`src/rtl/rr_dma_engine.sv`:
```
module rr_dma_engine #(
  parameter int NUM_CH      = 4,
  parameter int ADDR_W      = 32,
  parameter int CNT_W       = 13,
  parameter int BURST_BYTES = 2048,
  parameter int FAIL_W      = 8
) (
  input  logic              clk,
  input  logic              rst_n,
  input  logic              tick,
  input  logic              reg_we,
  input  logic [$clog2(NUM_CH)+2:0] reg_addr,
  input  logic [31:0]       reg_wdata,
  output logic              mem_rd_en,
  output logic [ADDR_W-1:0] mem_rd_addr,
  input  logic [31:0]       mem_rd_data,
  output logic              mem_wr_en,
  output logic [ADDR_W-1:0] mem_wr_addr,
  output logic [31:0]       mem_wr_data,
  output logic [3:0]        mem_wr_be,
  output logic [NUM_CH-1:0] ch_busy,
  output logic [NUM_CH-1:0] done_flags,
  output logic [NUM_CH-1:0] err_flags,
  output logic              irq
);
  localparam int CH_W = $clog2(NUM_CH);
  localparam int BL_W = $clog2(BURST_BYTES) + 1;

  logic [ADDR_W-1:0] src_q [NUM_CH];
  logic [ADDR_W-1:0] dst_q [NUM_CH];
  logic [CNT_W-1:0]  cnt_q [NUM_CH];
  logic [FAIL_W-1:0] fail_q [NUM_CH];
  logic [NUM_CH-1:0] run_q, done_q, err_q;
  logic [CH_W-1:0]   ptr, cur;
  logic [BL_W-1:0]   blen;
  logic              copying;

  logic [CH_W-1:0] wch;
  logic [2:0]      wfld, step;
  logic            fail_hit;
  logic [BL_W-1:0] first_len;

  assign wch  = reg_addr[CH_W+2:3];
  assign wfld = reg_addr[2:0];
  assign step = (blen >= BL_W'(4)) ? 3'd4 : blen[2:0];
  assign fail_hit  = (fail_q[ptr] == FAIL_W'(1));
  assign first_len = (cnt_q[ptr] > CNT_W'(BURST_BYTES)) ? BL_W'(BURST_BYTES) : BL_W'(cnt_q[ptr]);

  assign mem_rd_en   = copying;
  assign mem_wr_en   = copying;
  assign mem_rd_addr = src_q[cur];
  assign mem_wr_addr = dst_q[cur];
  assign mem_wr_data = mem_rd_data;
  assign mem_wr_be   = (blen >= BL_W'(4)) ? 4'hF : ((4'h1 << blen[1:0]) - 4'h1);
  assign ch_busy     = run_q;
  assign done_flags  = done_q;
  assign err_flags   = err_q;
  assign irq         = |{done_q, err_q};

  always_ff @(posedge clk or negedge rst_n) begin
    if (!rst_n) begin
      for (int i = 0; i < NUM_CH; i++) begin
        src_q[i]  <= '0;
        dst_q[i]  <= '0;
        cnt_q[i]  <= '0;
        fail_q[i] <= '0;
      end
      run_q   <= '0;
      done_q  <= '0;
      err_q   <= '0;
      ptr     <= '0;
      cur     <= '0;
      blen    <= '0;
      copying <= 1'b0;
    end else begin
      if (reg_we) begin
        case (wfld)
          3'd0: src_q[wch]  <= ADDR_W'(reg_wdata);
          3'd1: dst_q[wch]  <= ADDR_W'(reg_wdata);
          3'd2: cnt_q[wch]  <= reg_wdata[CNT_W-1:0];
          3'd3: run_q[wch]  <= reg_wdata[31];
          3'd4: fail_q[wch] <= reg_wdata[FAIL_W-1:0];
          3'd5: done_q <= done_q & ~reg_wdata[NUM_CH-1:0];
          3'd6: err_q  <= err_q & ~reg_wdata[NUM_CH-1:0];
          default: ;
        endcase
      end
      if (copying) begin
        src_q[cur] <= src_q[cur] + ADDR_W'(step);
        dst_q[cur] <= dst_q[cur] + ADDR_W'(step);
        cnt_q[cur] <= cnt_q[cur] - CNT_W'(step);
        blen       <= blen - BL_W'(step);
        if (blen <= BL_W'(4)) copying <= 1'b0;
      end else if (tick) begin
        ptr <= (ptr == CH_W'(NUM_CH - 1)) ? '0 : ptr + CH_W'(1);
        if (run_q[ptr]) begin
          if (fail_q[ptr] != '0) fail_q[ptr] <= fail_q[ptr] - FAIL_W'(1);
          if (fail_hit) begin
            run_q[ptr] <= 1'b0;
            err_q[ptr] <= 1'b1;
          end else if (cnt_q[ptr] == '0) begin
            run_q[ptr]  <= 1'b0;
            done_q[ptr] <= 1'b1;
          end else begin
            copying <= 1'b1;
            cur     <= ptr;
            blen    <= first_len;
          end
        end
      end
    end
  end

  assert_ptr_wrap_R1: assert property (@(posedge clk) disable iff (!rst_n)
    (tick && !copying && ptr == CH_W'(NUM_CH - 1)) |=> (ptr == '0));

  assert_tick_ignored_R9: assert property (@(posedge clk) disable iff (!rst_n)
    (tick && copying) |=> $stable(ptr));

  assert_be_low_bytes_R6: assert property (@(posedge clk) disable iff (!rst_n)
    mem_wr_en |-> (mem_wr_be inside {4'h1, 4'h3, 4'h7, 4'hF}));

  for (genvar g = 0; g < NUM_CH; g++) begin : g_flag_chk
    assert_done_stops_R4: assert property (@(posedge clk) disable iff (!rst_n)
      $rose(done_q[g]) |-> !run_q[g]);
    assert_err_no_copy_R5: assert property (@(posedge clk) disable iff (!rst_n)
      $rose(err_q[g]) |-> (!run_q[g] && !copying));
  end
endmodule

```
`config.mk`:
```
export PLATFORM = sky130hd
export DESIGN_NAME = rr_dma_engine
export DESIGN_NICKNAME = d
export VERILOG_FILES = /design/src/rtl/rr_dma_engine.sv
export SDC_FILE = /design/constraint.sdc
export NUM_CORES = 1
export LEC_CHECK = 0
export BUFFER_PORTS_ARGS = -buffer_cell sky130_fd_sc_hd__buf_2
export CAP_MARGIN = 20
export CELL_PAD_IN_SITES_DETAIL_PLACEMENT = 0
export CELL_PAD_IN_SITES_GLOBAL_PLACEMENT = 2
export CORE_MARGIN = 3
export CORE_UTILIZATION = 41
export CTS_BUF_LIST = sky130_fd_sc_hd__clkbuf_2
export DETAILED_ROUTE_END_ITERATION = 7
export GPL_ROUTABILITY_DRIVEN = 1
export PLACE_DENSITY = 0.92
export SLEW_MARGIN = 20
export SYNTH_ARGS = -nofsm -noshare
export SYNTH_HDL_FRONTEND = slang
export SYNTH_SLANG_ARGS = --single-unit
```
`constraint.sdc`:
```
create_clock -name clk -period 4.4 [get_ports clk]
set_clock_uncertainty 0.05 [all_clocks]
set_input_delay 0 -clock clk [delete_from_list [all_inputs] [get_ports clk]]
set_output_delay 0 -clock clk [all_outputs]
set_load 0.02 [all_outputs]
```
======== Word level (Yosys, flattened, before mapping) ========
Cells that the tools add are included.
word-level totals
  register bits ........................... 369
  bits in latches ......................... 0
  bits in writable memories ............... 0
  bits in read-only memories .............. 0
  input port bits ......................... 73
  output and inout bits ................... 115
  word-level logic and storage cells ...... 173
  memories kept ........................... 0
cells by class
  $add $sub $neg .......................... 7
  multipliers ............................. 0
  div/mod/pow operators ................... 0
  $lt $le $gt $ge ......................... 13
  equal/unequal tests ..................... 10
  shifts and indexed selects .............. 1
  multiplexer cells ....................... 92
  bitwise gates (word level) .............. 13
  reductions and logical operators ........ 14
operators by type and width
  operator                                                                              number
  128-bit two-way mux                                                                   6
  128-bit bitwise mux                                                                   4
  32-bit two-way mux                                                                    12
  52-bit two-way mux                                                                    3
  32-bit binary-select mux with 2-bit select                                            2
  32-bit demux with 2-bit select                                                        2
  52-bit bitwise mux                                                                    2
  4-bit two-way mux                                                                     21
  13-bit two-way mux                                                                    6
  12-bit two-way mux                                                                    6
  32-bit by 3-bit adder with 32-bit output                                              2
  32-bit bitwise mux                                                                    2
  13-bit binary-select mux with 2-bit select                                            2
  13-bit demux with 2-bit select                                                        2
  8-bit demux with 2-bit select                                                         2
  8-bit two-way mux                                                                     4
  8-bit binary-select mux with 2-bit select                                             1
  13-bit by 12-bit greater-than comparator with 1-bit output, second input constant     1
  13-bit logical NOT                                                                    1
  13-bit by 3-bit subtractor with 13-bit output                                         1
  4-bit AND                                                                             3
  12-bit by 3-bit greater-or-equal comparator with 1-bit output, second input constant  1
  12-bit by 3-bit <= comparator with 1-bit output, second input constant                1
  12-bit by 3-bit subtractor with 12-bit output                                         1
  other kinds (32)                                                                      62

======== Depth between registers and ports, before layout ========
  depth after elaboration ................. 13
  depth in mapped cells ................... 17
  gate-level depth less buffers ........... 15

======== Worst setup path after synthesis ========
Ideal clock, no wire load.
  path type ............................... reg2reg
  from .................................... register cur[0]
  to ...................................... register src_q[53] (netlist name)
  library setup time ...................... 0.134 ns
  arrival ................................. 3.969 ns
  required time ........................... 4.216 ns
  path slack .............................. 0.247 ns
  cell stages (with the launch flop) ...... 17
  buffers on the path ..................... 8
  clock period less this slack ............ 4.153 ns
  cell sequence ........................... dfrtp_1 -> buf_6 -> buf_12 -> buf_12 -> buf_12 -> buf_6 -> buf_2 -> buf_2 -> mux4_2 -> ha_1 -> a21o_1 -> a21oi_1 -> and4bb_2 -> buf_2 -> nor3b_1 -> xnor2_1 -> o21ai_0
on the way
  cells in the longest elaborated chain, start to end .. 7
  elaborated cells between the ends (all ways) .. 12
  those cells by class .................... add/sub: 1; order compare: 2; mux: 7; bitwise: 1; reduce/logical: 1
ends and longest elaborated chain
  what                                        line  source
  from (decl)                                 34    logic [CH_W-1:0] ptr, cur;
  from (signal assigned)                      106   cur <= ptr;
  2-bit inverter with 3-bit output            -
  32-bit binary-select mux with 2-bit select  -
  32-bit two-way mux (2 in a row)             -
  via mem_rd_addr[1]                          15    output logic [ADDR_W-1:0] mem_rd_addr,
  32-bit by 3-bit adder with 32-bit output    89    src_q[cur] <= src_q[cur] + ADDR_W'(step);
  128-bit bitwise mux                         89
  128-bit two-way mux                         88    if (copying) begin
  to (signal, indexed assignment)             78    3'd0: src_q[wch] <= ADDR_W'(reg_wdata);
  to (signal, indexed assignment)             89
  to (decl)                                   29    logic [ADDR_W-1:0] src_q [NUM_CH];
The timed path passes the listed nets, and every way through them passes these cells. The select of a mux whose other input is x is not followed.
A chain may end at the register's enable or synchronous reset.

======== Final worst setup path ========
  from .................................... register blen[4]
  to ...................................... register src_q[42] (netlist name)
on the way
  cells in the longest elaborated chain, start to end .. 5
ends and longest elaborated chain
  what                                                           line  source
  from (decl)                                                    35    logic [BL_W-1:0] blen;
  from (signal assigned)                                         92    blen <= blen - BL_W'(step);
  from (signal assigned)                                         107   blen <= first_len;
  12-bit by 3-bit greater-or-equal comparator with 1-bit output  45    assign step = (blen >= BL_W'(4)) ? 3'd4 : blen[2:0];
  3-bit two-way mux                                              45
  32-bit by 3-bit adder with 32-bit output                       89
  128-bit bitwise mux                                            89
  128-bit two-way mux                                            88
Every way passes these cells.

==> out/metrics.cfg <==
[status]
status=finished clean

[pwr]
power.leakage_nw=10.8
peakVddDrop_mv=0.551
power_density_nw_per_um2=798
power_mw=20.3

[routing]
postRouteAntennaNets=0
drcViolationCount=0
drtIter0Drc=1186
avgRoutedWirePerCell_um=22.2
dr.pass1.iters=5
avgViaCountPerCell=5.72
vias=17517
totalWireLength_um=67900

[setup_path]
critPathLaunch=blen[4]
cp_max_fo=6
arrival_ns=4.86
cp-end-kind=register
r2r-start=blen[4]
critical_path_class=reg2reg
required_ns=5.26
start_kind=register

[die]
die_w_um=238
start_util=0.418
core_um2=53000
rows=84
dieArea_um2=56800
io_pins=188
die_h_um=238

[global_route]
grt_start_max_net_pins=132
gr-max-usage-layer=met2
grt_pass1_vias=17962
antenna_found_initial=3
track_usage=0.239
grt_pass1_wl_um=106000
grtUsageMet1=0.311
gr-usage-met3=0.0454
gr-total-overflow=0
grtUsageMet2=0.408

[placement]
place_hpwl_um=41100
dp_slack_ns=0.468
place.gp.congestion=0.823
io_buffers=123

[clocking]
cts_setup_buffers=0
worstSkewPairLatency_ns=1.08
cts_root_buf=clkbuf_2
cts.sink_count=369
cts_buffer_depth=3
clk_pin_slew_ns=0.10
cts_htree_levels=3
tritoncts=built
cts_buffers=99

[synth]
synth_fa_ha_area_frac=0.0123
synth_top_family_by_area=multiplexers
synth_mux_area_frac=0.263
synth-edff-count=0
ys_ff_latch=369
ys_seq_area_frac=0.417
syn_inst=2081
synth_ff_type=dfrtp_1
syn_nets=2174
syn_area_um2=22100
ys_async_sr_fraction=1.00
ys_top_cells_by_area=dfrtp_1, mux2_2, mux4_2, mux2i_1, nand2_1
yosysUniqueCellTypes=71
synth_xor_area_frac=0.0301
synthSimpleGateAreaFrac=0.127
synth_warnings=0
syn_area_per_cell_um2=10.6
synth.top_cell.area_share=0.417
synth_largest_area_cell=dfrtp_1
synth_compound_gate_area_share=0.104

[timing]
fin_tns_setup_ns=0
rsz0062_at_grt=no
whs_ns=0.131
min_period_ns=3.99
fin_ws_ns=0.407
setup_violations=0
maxSlewViolCount=0
fmax_mhz=250
tightest_slew_ns=1.05
hold_violations=0
relSlewSlack=0.295
fin_crit_sh=0.908

[final_layout]
syn_to_final_growth_pct=14.7
drive_gt1_frac=0.271
nNetsFinal=2390
fillCellCount=5040

[hold_path]
min_from=reg_addr[1]
hold_class=in2reg

[run]
cap_violations=0

[metal layers]
metal  share of wire  routed length, um
met3           0.058               3930
met2            0.49              33400
met4           0.026               1790
met1            0.42              28800
met5               0                  0
[cell type report]
cell class / instances / area (um^2) / area share
multi-input cells: 1503 / 11900 / 0.469
flip-flops and latches: 369 / 9240 / 0.364
repair buffers: 300 / 2390 / 0.0942
well taps: 688 / 861 / 0.0339
clock buffers: 156 / 781 / 0.0308
clock inverters: 17 / 97.6 / 0.00384
inverters: 24 / 90.1 / 0.00355
diodes: 4 / 10.0 / 0.000394
[per-stage QoR]
step / utilization / cells / cell area (um^2)
after CTS: 0.479 / 3057 / 25400
final: 0.479 / 3061 / 25400
after detailed placement: 0.436 / 2746 / 23100
after global placement: 0.436 / 2746 / 23100
after global routing: 0.479 / 3061 / 25400
after floorplan: - / 2081 / 22100
[final timing paths]
kind                            endpoint  cells past startpoint  slack, ns
setup / recovery               src_q[42]                     15       0.41
hold / removal                ch_busy[0]                      6       0.13
setup reg to reg               src_q[42]                     15       0.41
hold reg to reg            done_flags[1]                      2       0.47
max in group asynchronous      dst_q[83]                      6       2.79
min in group asynchronous      src_q[35]                      5       0.65
[placed cells by master, fill, tap and decap left out, drive strengths merged, types with 5 or more instances in the layout]
master	Yosys	layout
a211oi	47	47
a21oi	122	122
a31oi	7	7
and2	7	7
and3	10	10
buf	69	163
clkbuf	116	156
clkinv	0	13
dfrtp	369	369
dlygate4sd3	0	137
ha	17	17
inv	24	25
mux2	186	186
mux2i	145	145
mux4	99	99
nand2	264	264
nand2b	6	6
nand3	22	22
nand3b	5	5
nand4	17	17
nand4b	6	6
nor2	103	103
nor2b	56	56
nor3	21	21
nor3b	11	11
nor4	16	16
o211ai	5	5
o21ai	215	215
xnor2	44	44
xor2	32	32
[kinds of logic (layout without fill, tap and decap cells)]
group | after synthesis | in the layout
and+or+nand+nor | 562 | 562
muxes | 430 | 430
AOI/OAI and AO/OA | 414 | 414
DFF | 369 | 369
buffers and inverters | 209 | 497
xor gates and xnor gates | 76 | 76
adders and majority gates | 20 | 20
other | 1 | 5
[power by group]
group          leakage, nW  switching, mW  internal (mW)
Sequential            4.38           1.03           5.08
Combinational         5.78           6.97           4.70
Clock                0.687           1.49          0.981
[worst max-delay path, stage by stage, from the launching register on]
cell     delay [ns]
dfrtp_1        0.44
nor4_1         0.46
nand2_1        0.13
nor2_1         0.14
nand2_1        0.21
inv_1          0.15
and2_1         0.17
ha_1           0.18
inv_1          0.06
fa_1           0.44
nor2b_1        0.19
o21ai_0        0.16
nor2_1         0.44
nand4_1        0.19
xor2_1         0.31
o21ai_0        0.15
[timing repair]
| item | 4_1_cts | 5_1_grt |
|---|---|---|
| setup endpoints to repair | 0 | 0 |
| hold buffers | 138 | 0 |
| gates resized for setup | 0 | 0 |
| endpoints found under the hold margin | 770 | 0 |
[registers in the layout, summed over array words and instances, names as in the netlist]
| register | cells |
|---|---|
| blen | 12 |
| ch_busy | 4 |
| cnt_q | 52 |
| cur | 2 |
| done_flags | 4 |
| dst_q | 128 |
| err_flags | 4 |
| fail_q | 32 |
| mem_rd_en | 1 |
| ptr | 2 |
| src_q | 128 |
[cells in the mapped netlist (32+ instances only)]
master / count
o21ai_0: 191
mux2_2: 186
nor2b_1: 56
buf_4: 33
mux2i_1: 145
a21oi_1: 121
xor2_1: 32
a211oi_1: 47
nand2_1: 264
mux4_2: 87
nor2_1: 102
xnor2_1: 44
clkbuf_1: 116
dfrtp_1: 369
(Power assumes the default switching activity.)
